===== src/rtl/trace_drain_pkg.sv =====
// Shared definitions for the trace drain serializer: payload size codes and
// frame length arithmetic. Assumes a 64-bit payload field in every entry.
package trace_drain_pkg;
    localparam int PAYLOAD_W = 64;
    localparam int SIZE_W    = 2;

    typedef enum logic [1:0] {
        SZ_BYTE  = 2'd0,
        SZ_HALF  = 2'd1,
        SZ_WORD  = 2'd2,
        SZ_DWORD = 2'd3
    } access_size_e;

    // number of payload bits carried for a size code
    function automatic int payload_bits(access_size_e s);
        return 8 << int'(s);
    endfunction

    // number of port beats a frame needs for a size code
    function automatic int frame_beats(access_size_e s, int hdr_w, int lane_w);
        return (SIZE_W + hdr_w + payload_bits(s) + lane_w - 1) / lane_w;
    endfunction
endpackage


===== src/rtl/rr_queue_picker.sv =====
// Rotating-priority picker. Scans requests starting at the pointer and
// grants the first one found. The pointer moves to the index after the granted
// queue only when the grant is taken. Assumes NQ >= 2.
module rr_queue_picker #(
    parameter int NQ = 4,
    localparam int IW = $clog2(NQ)
) (
    input  logic          clk,
    input  logic          rst_n,
    input  logic [NQ-1:0] req,
    input  logic          take,
    output logic          any,
    output logic [NQ-1:0] gnt,
    output logic [IW-1:0] gnt_idx
);
    logic [IW-1:0] ptr;

    // find first request at or after the pointer, wrapping
    always_comb begin
        int idx;
        any     = 1'b0;
        gnt_idx = '0;
        for (int k = 0; k < NQ; k++) begin
            idx = int'(ptr) + k;
            if (idx >= NQ) idx = idx - NQ;
            if (!any && req[idx]) begin
                any     = 1'b1;
                gnt_idx = IW'(idx);
            end
        end
        gnt = any ? (NQ'(1) << gnt_idx) : '0;
    end

    // pointer moves past the served queue only
    always_ff @(posedge clk) begin
        if (!rst_n)
            ptr <= '0;
        else if (take)
            ptr <= (int'(gnt_idx) == NQ - 1) ? '0 : gnt_idx + 1'b1;
    end
endmodule


===== src/rtl/frame_shifter.sv =====
// Loads one entry and shifts it out MSB first, LANE_W bits per clock.
// The frame is the size code, the header and the used payload bits, with zero
// fill in the last beat. Assumes load is only given while busy is low.
module frame_shifter
    import trace_drain_pkg::*;
#(
    parameter int HDR_W  = 22,
    parameter int LANE_W = 4,
    localparam int EW        = SIZE_W + HDR_W + PAYLOAD_W,
    localparam int BEATS_MAX = (EW + LANE_W - 1) / LANE_W,
    localparam int SH_W      = BEATS_MAX * LANE_W,
    localparam int CW        = $clog2(BEATS_MAX + 1)
) (
    input  logic              clk,
    input  logic              rst_n,
    input  logic              load,
    input  logic [EW-1:0]     entry,
    output logic [LANE_W-1:0] lanes,
    output logic              frame_start,
    output logic              busy
);
    logic [SH_W-1:0]      shreg;
    logic [SH_W-1:0]      image;
    logic [CW-1:0]        left;
    logic                 first;
    access_size_e         size;
    logic [PAYLOAD_W-1:0] aligned;

    // build the left-justified frame image of the incoming entry
    always_comb begin
        size    = access_size_e'(entry[EW-1 -: SIZE_W]);
        aligned = entry[PAYLOAD_W-1:0] << (PAYLOAD_W - payload_bits(size));
        image   = '0;
        image[SH_W-1 -: EW] = {entry[EW-1:PAYLOAD_W], aligned};
    end

    // load, shift and count beats of the current frame
    always_ff @(posedge clk) begin
        if (!rst_n) begin
            shreg <= '0;
            left  <= '0;
            first <= 1'b0;
        end else if (load) begin
            shreg <= image;
            left  <= CW'(frame_beats(size, HDR_W, LANE_W));
            first <= 1'b1;
        end else if (left != '0) begin
            shreg <= (left == CW'(1)) ? '0 : (shreg << LANE_W);
            left  <= left - 1'b1;
            first <= 1'b0;
        end
    end

    assign busy        = (left != '0);
    assign lanes       = busy ? shreg[SH_W-1 -: LANE_W] : '0;
    assign frame_start = busy && first;
endmodule


===== src/rtl/trace_drain_serializer.sv =====
// Top: drains NQ capture queues one entry per turn in rotating order into a
// single serial trace port. Queues must hold q_data stable while q_valid is
// high and drop the head on an edge where q_pop is high.
module trace_drain_serializer
    import trace_drain_pkg::*;
#(
    parameter int NQ     = 4,
    parameter int HDR_W  = 22,
    parameter int LANE_W = 4,
    localparam int EW = SIZE_W + HDR_W + PAYLOAD_W,
    localparam int IW = $clog2(NQ)
) (
    input  logic               clk,
    input  logic               rst_n,
    input  logic [NQ-1:0]      q_valid,
    input  logic [NQ*EW-1:0]   q_data,
    output logic [NQ-1:0]      q_pop,
    output logic [LANE_W-1:0]  lanes,
    output logic               frame_start
);
    logic          any_req;
    logic [NQ-1:0] gnt;
    logic [IW-1:0] gnt_idx;
    logic          shift_busy;
    logic          take;
    logic [EW-1:0] sel_entry;

    rr_queue_picker #(.NQ(NQ)) u_pick (
        .clk     (clk),
        .rst_n   (rst_n),
        .req     (q_valid),
        .take    (take),
        .any     (any_req),
        .gnt     (gnt),
        .gnt_idx (gnt_idx)
    );

    // a grant is taken only when idle and out of reset
    assign take  = rst_n && !shift_busy && any_req;
    assign q_pop = take ? gnt : '0;

    // route the granted queue's head entry to the shifter
    always_comb begin
        sel_entry = '0;
        for (int i = 0; i < NQ; i++)
            if (gnt_idx == IW'(i)) sel_entry = q_data[i*EW +: EW];
    end

    frame_shifter #(.HDR_W(HDR_W), .LANE_W(LANE_W)) u_shift (
        .clk         (clk),
        .rst_n       (rst_n),
        .load        (take),
        .entry       (sel_entry),
        .lanes       (lanes),
        .frame_start (frame_start),
        .busy        (shift_busy)
    );
endmodule


===== config.mk =====
export PLATFORM = sky130hd
export DESIGN_NAME = trace_drain_serializer
export DESIGN_NICKNAME = d
export VERILOG_FILES = /design/src/rtl/trace_drain_pkg.sv /design/src/rtl/rr_queue_picker.sv /design/src/rtl/frame_shifter.sv /design/src/rtl/trace_drain_serializer.sv
export SDC_FILE = /design/constraint.sdc
export NUM_CORES = 1
export LEC_CHECK = 0
export BUFFER_PORTS_ARGS = -buffer_cell sky130_fd_sc_hd__buf_2
export CAP_MARGIN = 20
export CORE_AREA = 2 2 144 146
export CTS_CLUSTER_SIZE = 28
export DETAILED_ROUTE_END_ITERATION = 16
export DIE_AREA = 0 0 146 148
export HOLD_SLACK_MARGIN = 0.15
export PLACE_DENSITY = 0.66
export SLEW_MARGIN = 15
export SYNTH_ARGS = -nofsm -noshare
export SYNTH_HDL_FRONTEND = slang
export SYNTH_HIERARCHICAL = 1
export SYNTH_SLANG_ARGS = --single-unit

===== constraint.sdc =====
create_clock -name clk -period 3.1 [get_ports clk]
set_clock_uncertainty 0.05 [all_clocks]
set_input_delay 0.62 -clock clk [delete_from_list [all_inputs] [get_ports clk]]
set_output_delay 0.62 -clock clk [all_outputs]
set_load 0.02 [all_outputs]

* Word level (Yosys, flattened, before mapping) *
Cells that the tools add are included.

cells by class
  $add $sub $neg = 14
  $lt $le $gt $ge = 8
  eq/ne operators = 5
  shift operators = 3
  muxes and demuxes = 39
  bitwise gates (word level) = 1
  reductions and logical operators = 14

operators by type and width
  operator                                                      number
  2-to-1 mux 88 bit                                             7
  less-than comparator 32 x 4 -> 1 bit (second input constant)  4
  2-to-1 mux 32 bit                                             4
  >= comparator 32 x 4 -> 1 bit (second input constant)         3
  subtractor 32 x 4 -> 32 bit (second input constant)           3
  << shifter 64 x 32 -> 64 bit                                  1
  adder 32 x 4 -> 32 bit (second input constant)                1
  adder 6 x 32 -> 32 bit (first input constant)                 1
  << shifter 4 x 2 -> 32 bit (first input constant)             1
  subtractor 32 x 2 -> 32 bit (second input constant)           1
  subtractor 8 x 32 -> 32 bit (first input constant)            1
  2-to-1 mux 1 bit                                              14
  2-to-1 mux 4 bit                                              3
  2-to-1 mux 2 bit                                              5
  2-to-1 mux 5 bit                                              2
  binary-select mux 1 bit (select 2 bit)                        4
  adder 2 x 2 -> 3 bit (second input constant)                  2
  logical AND 1 bit                                             6
  adder 5 x 1 -> 5 bit                                          1
  equality test 5 x 1 -> 1 bit (second input constant)          1
  nonzero test 5 bit                                            1
  subtractor 5 x 1 -> 5 bit (second input constant)             1
  equality test 2 x 1 -> 1 bit (second input constant)          2
  equality test 2 bit (second input constant)                   2
  10 further kinds                                              13

word-level totals
  flip-flop bits (word level) = 96
  bits of input ports = 358

* Logic depth before layout (Yosys ltp) *
Gate-level depths: netlist (run 1).

  word-level depth = 28
  gate-level depth with buffers = 13
  mapped depth without buffers = 9

* By module *
Netlist (run 1), hierarchy kept.

by module, submodules not included
  module                  instances  cells each  area each (um2)  sequential area each (um2)
  frame_shifter           1          505         4,372.9          1,881.8
  trace_drain_serializer  1          113         2,164.6          0.0
  rr_queue_picker         1          30          237.7            40.0

* Least setup slack after synthesis (run 1) *
No wires, ideal clock.

  path kind = input port to flip-flop
  start point = input q_valid[2]
  end point = register u_shift.shreg[62]
  library setup time = 0.124 ns
  arrival time = 2.936 ns
  data required time = 2.926 ns
  setup slack = -0.010 ns
  cell stages on the path = 13
  path through = mux2i_1 -> nor2_1 -> nor3_2 -> buf_6 -> buf_12 -> buf_8 -> mux4_2 -> buf_2 -> buf_2 -> nand3b_1 -> o21ai_0 -> a221oi_1 -> a21oi_1

between the ends
  cells in the longest elaborated chain, start to end = 22
  elaborated cells on any way between the ends = 40
  classes of those cells = 1 x add/sub; 3 x eq/ne; 2 x shift; 25 x mux; 9 x reduce/logical

RTL lines
  what                                                  line                          source
  from (decl)                                           trace_drain_serializer.sv:15  input logic [NQ-1:0] q_valid,
  binary-select mux 1 bit (select 2 bit)                rr_queue_picker.sv:26         if (!any && req[idx]) begin
  2-to-1 mux 1 bit (not written as such) (2 in series)  rr_queue_picker.sv:26
  2-to-1 mux 1 bit                                      rr_queue_picker.sv:26
  zero test 1 bit                                       rr_queue_picker.sv:26
  logical AND 1 bit                                     rr_queue_picker.sv:26
  2-to-1 mux 1 bit                                      rr_queue_picker.sv:26
  zero test 1 bit                                       rr_queue_picker.sv:26
  logical AND 1 bit                                     rr_queue_picker.sv:26
  [4 not listed]                                        n/a
  via gnt_idx[0]                                        trace_drain_serializer.sv:23  logic [IW-1:0] gnt_idx;
  zero test 2 bit                                       trace_drain_serializer.sv:46  if (gnt_idx == IW'(i)) sel_entry = q_data[i*EW +: EW];
  2-to-1 mux 88 bit (3 in series)                       trace_drain_serializer.sv:46
  2-to-1 mux 88 bit (*)                                 trace_drain_serializer.sv:46
  via sel_entry[86]                                     trace_drain_serializer.sv:26  logic [EW-1:0] sel_entry;
  << shifter 4 x 2 -> 32 bit (*)                        trace_drain_pkg.sv:16         return 8 << int'(s);
  subtractor 8 x 32 -> 32 bit (*)                       frame_shifter.sv:32           aligned = entry[PAYLOAD_W-1:0] << (PAYLOAD_W - payload_bits(size));
  << shifter 64 x 32 -> 64 bit (*)                      frame_shifter.sv:32
  2-to-1 mux 88 bit (*)                                 frame_shifter.sv:43           end else if (load) begin
  to (signal assigned)                                  frame_shifter.sv:44           shreg <= image;
  to (signal assigned)                                  frame_shifter.sv:48           shreg <= (left == CW'(1)) ? '0 : (shreg << LANE_W);
  to (decl)                                             frame_shifter.sv:22           logic [SH_W-1:0] shreg;

Mark *: on every way through the listed nets, which the timed path passes. The rest lies on a longest branch. The select of a mux whose other input is x is not followed.
A chain may end at the register's enable or synchronous reset.

* Worst setup path after layout (run 1) *
  start point = register u_pick.ptr[1]
  end point = output q_pop[2]

between the ends
  cells in the longest elaborated chain, start to end = 18
  elaborated cells on any way between the ends = 45
  classes of those cells = 7 x add/sub; 4 x order compare; 1 x shift; 26 x mux; 7 x reduce/logical

RTL lines
  what                                                                                  line                          source
  from (decl)                                                                           rr_queue_picker.sv:16         logic [IW-1:0] ptr;
  from (signal assigned)                                                                rr_queue_picker.sv:39         ptr <= (int'(gnt_idx) == NQ - 1) ? '0 : gnt_idx + 1'b1;
  parallel branches: the longest is 14 deep, another holds subtractor 32 x 4 -> 32 bit  n/a
  2-to-1 mux 2 bit (*)                                                                  rr_queue_picker.sv:26
  via gnt_idx[0]                                                                        trace_drain_serializer.sv:23
  << shifter 1 x 2 -> 4 bit (*)                                                         rr_queue_picker.sv:31         gnt = any ? (NQ'(1) << gnt_idx) : '0;
  2-to-1 mux 4 bit (*)                                                                  rr_queue_picker.sv:31
  via gnt[2]                                                                            trace_drain_serializer.sv:22  logic [NQ-1:0] gnt;
  2-to-1 mux 4 bit (*)                                                                  trace_drain_serializer.sv:40  assign q_pop = take ? gnt : '0;
  to (decl)                                                                             trace_drain_serializer.sv:17  output logic [NQ-1:0] q_pop,

Mark *: on every way through the listed nets, which the timed path passes. The select of a mux whose other input is x is not followed.

==> results of run 1 <==
## cell usage after synthesis, drive strengths merged (10+ instances only)
cell | count | share of area [%]
mux2i | 31 | 4.6
o21ai | 66 | 4.9
clkbuf | 40 | 2.2
a222oi | 22 | 3.3
mux4 | 91 | 30
nor2 | 73 | 4.0
nand2 | 10 | 0.55
a32oi | 13 | 1.7
buf | 33 | 3.2
dfxtp | 96 | 28
a221oi | 30 | 3.9
a21oi | 77 | 5.7
## flip-flops by register name, indices dropped and copies added (netlist names)
name	flops
u_pick/ptr	2
u_shift/shreg	88
u_shift/first	1
u_shift/left	5
## power by group through the flow
stage	sequential (mW)	combinational [mW]	clock (mW)
after floorplan	1.76	2.95	0
after global placement	1.85	4.07	0
after detailed placement	1.85	4.11	0
after CTS	1.83	4.12	1.15
after global routing	1.87	4.51	1.19
final	1.84	4.15	1.13
## worst min-delay path by stage
| stage | from | to | depth (start not counted) |
|---|---|---|---|
| 5_1_grt | u_shift/shreg[59]$_SDFFE_PN0P_ | u_shift/shreg[63]$_SDFFE_PN0P_ | 2 |
| 3_5_place_dp | u_shift/shreg[55]$_SDFFE_PN0P_ | u_shift/shreg[59]$_SDFFE_PN0P_ | 2 |
| 3_3_place_gp | u_shift/shreg[55]$_SDFFE_PN0P_ | u_shift/shreg[59]$_SDFFE_PN0P_ | 2 |
| 4_1_cts | u_shift/shreg[55]$_SDFFE_PN0P_ | u_shift/shreg[59]$_SDFFE_PN0P_ | 2 |
| 6_report | u_shift/shreg[55]$_SDFFE_PN0P_ | u_shift/shreg[59]$_SDFFE_PN0P_ | 2 |
| 2_1_floorplan | u_shift/shreg[55]$_SDFFE_PN0P_ | u_shift/shreg[59]$_SDFFE_PN0P_ | 2 |
## critical path: cells and delay by family (launching register included)
family | cells | cell delay (ns)
adder cells (fa/ha/maj) | 1 | 0.19
buffers and inverters | 3 | 0.40
flip-flops | 1 | 0.44
multiplexers | 1 | 0.21
AND/OR/NAND/NOR | 4 | 0.62
## kinds of logic after synthesis
group           count (synthesis)  synth area share (%)
simple gates                  118                 8.421
fa+ha+maj                       6                 1.108
mux                           122                 34.83
buf+inv                        82                 5.928
xor+xnor                        3                0.3879
flops                          96                 28.37
compound gates                221                 20.96
## per-layer routing
| metal | up-vias | routed length, um | GRT usage (%) | share of wire [%] |
|---|---|---|---|---|
| li1 | 3298 | - | - | - |
| met1 | 3406 | 11230 | 33.65 | 41 |
| met2 | 440 | 12730 | 38.56 | 46 |
| met3 | 37 | 2964 | 6.358 | 11 |
| met4 | 0 | 673 | 8.495 | 2.4 |
| met5 | - | 0 | 0 | 0 |
## final cells by class
cell class              instances  area share, %
inverters                       9         0.3609
clock inverters                 4         0.3609
multi-input cells             470          47.91
clock buffers                  12          2.847
flip-flops and latches         96          20.53
diodes                          5         0.1337
repair buffers                406          24.24
well taps                     270          3.609
## metrics by stage
stage                     total power [mW]  area [um^2]  hold slack (ns)
after global placement               5.921         9049           0.3991
after global routing                 7.573         9351           0.4325
final                                7.119         9361           0.4193
after detailed placement             5.960         9049           0.4024
after floorplan                      4.707         6782           0.3769
after CTS                            7.096         9349           0.4133
==> impl_metrics.ini, run 1 <==
[sta]
worst_slack_ns = 0.2134
slew_violations = 0
setup_viol = 0
slew_headroom_pct = 62.25
tightest_slew_ns = 0.5663
tns_ns = 0
rsz0062_at_grt = false
period_needed_ns = 2.887
timing.fmax_mhz = 346.4
fin_crit_sh_pct = 93.12
finalHoldViolCount = 0

[cts]
clock_latency_ns = 0.35
cts.clk_slew.worst_paths_ns = 0.07
cts_resized = 0
h-tree-depth = 3
cts-root-buf = clkbuf_16
post_cts.repair.setup_buffers = 0
cts_buffers = 9
cts_hold_buffers = 0
clockBufferDepth = 2
cts_tree = built
clkSinkCount = 96

[critical_path]
crit-reg2reg-launch = u_pick/ptr[1]$_SDFFE_PN0P_
path_cells = mux2i_1, nor2_1, nor3_4, buf_12, inv_1, ha_1, nor2b_1, and4b_1, buf_2
cp-end-kind = output port
r2r_end = u_shift/shreg[56]$_SDFFE_PN0P_
cp-startpoint = u_pick/ptr[1]$_SDFFE_PN0P_
cp-endpoint = q_pop[2]
worstSetupPathType = register to output port
reg2regPathDepth = 9
path_max_fanout = 11
start_kind = register
crit_required_ns = 2.43
cpPeakStageDelay_ns = 0.44
cp.arrival_ns = 2.22
r2r_slack_ns = 0.23
critPathSlowestCell = dfxtp_1

[placed_design]
dp_hpwl_mm = 21.86
numPortBuffers = 366
gp_congestion = 0.8505
dp_cells = 1251
place_ws_ns = -0.02255

[floorplanning]
num_io_pins = 367
fp-row-count = 52
initial_core_util_pct = 33.81
die_w_um = 146
die_h_um = 148
core_area_mm2 = 0.02004
die_area_mm2 = 0.02161

[global_route]
track_usage_pct = 24.76
grt_overflow = 0
grt_pass1_vias = 6912
antenna_found_initial = 7
grt_pass1_wl_mm = 40.57
grt_start_max_net_pins = 92

[synthesis]
yosysSeqAreaShare_pct = 28.37
syn_area_per_cell_um2 = 10.46
synth_edf_count = 0
synth_nets = 1012
synthArstFlopShare_pct = 0
yosys_warnings = 6
synth_cell_types = 45
synthCells = 648
ys_ff_latch = 96
yosys_most_used_dff = dfxtp_1
syn_area_mm2 = 0.006775

[route]
via_per_inst = 5.645
wl_per_cell_um = 21.69
drc = 0
dr.pass1.iters = 8
ant_nets = 0
drt_iter0_drc = 890
via_count = 7181
drt-total-wl_mm = 27.60

[pwr]
ir_worst_vdd_mv = 0.5222
pwr-share-clk_pct = 15.9
combPwrFrac_pct = 58.3
p_int_mw = 4.107
leakage_nw = 3.976
powerDensity_mw_per_mm2 = 760.5
power_frac_seq_pct = 25.8
swShare_pct = 42.31
switching_power_mw = 3.012

[final_layout]
final_layout_size_suffix_gt1_share_pct = 52.66
utilization_pct = 46.72
final_common_cell = buf_2
syn2layout_area_growth_pct = 38.17
regArea_mm2 = 0.001922
multi_input_area_mm2 = 0.004486
fin_cells = 1272
layout_common_cells = buf_2 (366), dfxtp_1 (96), mux4_2 (91)
fillers = 1944
layout.nets = 1356

[run]
drv_cap = 0

[status]
status = finished clean

[hold_path]
min_path_type = register to register
No activity file was read; power rests on OpenSTA's default activity.
==> run 2: changes to the inputs <==
--- a/config.mk
+++ b/config.mk
@@ -13,6 +13,7 @@
 export DIE_AREA = 0 0 146 148
 export HOLD_SLACK_MARGIN = 0.15
 export PLACE_DENSITY = 0.66
+export RECOVER_POWER = 50
 export SLEW_MARGIN = 15
 export SYNTH_ARGS = -nofsm -noshare
 export SYNTH_HDL_FRONTEND = slang
==> run 2 against run 1 <==
Flip-flop and latch count unchanged. Via count rose by 0.31%. Combinational power down 1%. Worst hold slack got worse by 0.00084 ns. Register-to-register slack is essentially flat. Setup slack worse by 0.0012 ns. Die area is the same. Cell count is essentially flat. Design area fell by 0.36%. Clock-buffer cell count unchanged. Power down 0.46%. Critical path depth unchanged. Critical endpoint unchanged. Largest cell class unchanged. Highest routed layer unchanged.
==> impl_metrics.ini, run 2 (synthesized netlist as in run 1, its figures left out) <==
[sta]
worst_slack_ns = 0.2122
rsz0062_at_grt = false
period_needed_ns = 2.888
slew_violations = 0
setup_viol = 0
tns_ns = 0
finalHoldViolCount = 0
timing.fmax_mhz = 346.3
fin_crit_sh_pct = 93.15
tightest_slew_ns = 0.5571
slew_headroom_pct = 62.86

[critical_path]
crit-reg2reg-launch = u_pick/ptr[1]$_SDFFE_PN0P_
crit_required_ns = 2.43
reg2regPathDepth = 9
r2r_end = u_shift/shreg[56]$_SDFFE_PN0P_
worstSetupPathType = register to output port
r2r_slack_ns = 0.23
cp.arrival_ns = 2.22
path_max_fanout = 11
start_kind = register
cp-end-kind = output port

[route]
drc = 0
via_per_inst = 5.667
dr.pass1.iters = 12
drt-total-wl_mm = 27.61
drt_iter0_drc = 857
via_count = 7203
wl_per_cell_um = 21.72
ant_nets = 0

[cts]
clockBufferDepth = 2
cts_hold_buffers = 0
cts_buffers = 9
h-tree-depth = 3
cts_tree = built
cts_resized = 0
cts-root-buf = clkbuf_16
clock_latency_ns = 0.35
post_cts.repair.setup_buffers = 0
cts.clk_slew.worst_paths_ns = 0.07
clkSinkCount = 96

[placed_design]
gp_congestion = 0.8505
place_ws_ns = -0.02255
numPortBuffers = 366
dp_cells = 1251
dp_hpwl_mm = 21.86

[final_layout]
reg_top3 = u_shift/shreg (88), u_shift/left (5), u_pick/ptr (2)
regArea_mm2 = 0.001922
largest-register = u_shift/shreg
largest_reg_flops = 88
fin_cells = 1271
fillers = 1947
final_layout_size_suffix_gt1_share_pct = 52.36
layout_common_cells = buf_2 (368), dfxtp_1 (96), mux4_2 (91)
final_common_cell = buf_2
multi_input_area_mm2 = 0.004481
layout.nets = 1356
syn2layout_area_growth_pct = 37.67

[pwr]
power_frac_seq_pct = 26.0
ir_worst_vdd_mv = 0.5272
combPwrFrac_pct = 58.0
powerDensity_mw_per_mm2 = 759.7
leakage_nw = 3.958
p_int_mw = 4.073
switching_power_mw = 3.013
pwr-share-clk_pct = 16.0
swShare_pct = 42.52

[status]
status = finished clean

[global_route]
grt_pass1_wl_mm = 40.57
grt_pass1_vias = 6912
grt_overflow = 0
grt_start_max_net_pins = 92
track_usage_pct = 24.76
antenna_found_initial = 7

[hold_path]
holdPathStages = 2
worstHoldStart = u_shift/shreg[55]$_SDFFE_PN0P_
hold_end = u_shift/shreg[59]$_SDFFE_PN0P_
min_path_type = register to register

[floorplanning]
die_w_um = 146
fp-row-count = 52
num_io_pins = 367
core_area_mm2 = 0.02004
die_h_um = 148
die_area_mm2 = 0.02161
initial_core_util_pct = 33.81

[run]
drv_cap = 0
## run 2: cell count changes in the layout (fill, tap and decap cells not counted)
cell	change
and2_0	+4
buf_12	-1
a21oi_1	+1
diode_2	-1
and3b_1	+1
buf_4	-4
and2_1	-4
buf_2	+2
clkbuf_2	+2
clkbuf_1	+1
and3b_2	-1
a21oi_2	-1
## run 2: power groups by stage
stage | clock network, mW | registers, mW | logic, mW
after floorplan | 0 | 1.76 | 2.95
after global placement | 0 | 1.85 | 4.07
after detailed placement | 0 | 1.85 | 4.11
after CTS | 1.15 | 1.83 | 4.12
after global routing | 1.19 | 1.87 | 4.47
final | 1.13 | 1.84 | 4.11
## run 2: metrics by stage
| stage | util [%] | instance area (um^2) | hold WS, ns | total power [mW] |
|---|---|---|---|---|
| CTS | 46.65 | 9349 | 0.4133 | 7.096 |
| detailed placement | 45.15 | 9049 | 0.4024 | 5.960 |
| global route | 46.51 | 9320 | 0.4325 | 7.530 |
| global placement | 45.15 | 9049 | 0.3991 | 5.921 |
| finish | 46.55 | 9328 | 0.4184 | 7.086 |
| floorplan | - | 6782 | 0.3769 | 4.707 |
## run 2: how the worst max path moves through the flow
stage,start,to,slack [ns],depth (start not counted)
floorplan,q_valid[2],u_shift/shreg[62]$_SDFFE_PN0P_,0.01,13
global placement,q_valid[2],u_shift/shreg[58]$_SDFFE_PN0P_,0.04,10
detailed placement,q_valid[2],u_shift/shreg[56]$_SDFFE_PN0P_,-0.02,10
CTS,u_pick/ptr[1]$_SDFFE_PN0P_,q_pop[2],0.19,9
global route,u_shift/left[1]$_SDFFE_PN0P_,u_shift/shreg[84]$_SDFFE_PN0P_,0.04,10
finish,u_pick/ptr[1]$_SDFFE_PN0P_,q_pop[2],0.21,9
## run 2: cell type report
type,instances,area share [%]
Antenna cell,4,0.1073
Clock buffer,12,2.857
Clock inverter,4,0.3622
Inverter,9,0.3622
Multi-Input combinational cell,470,48.03
Sequential cell,96,20.60
Tap cell,270,3.622
Timing Repair Buffer,406,24.05
## run 2: worst max-delay path: stages (launching register included)
cell and delay [ns]:
dfxtp_1 0.44, mux2i_1 0.21, nor2_1 0.08, nor3_4 0.24, buf_12 0.18, inv_1 0.07, ha_1 0.19, nor2b_1 0.12
and4b_1 0.18, buf_2 0.15
## run 2: per-layer routing
layer	vias up	track usage (%)	routed length, um
li1	3296	-	-
met5	-	0	0
met1	3431	33.65	11410
met4	0	8.495	682
met3	33	6.358	2798
met2	443	38.56	12720
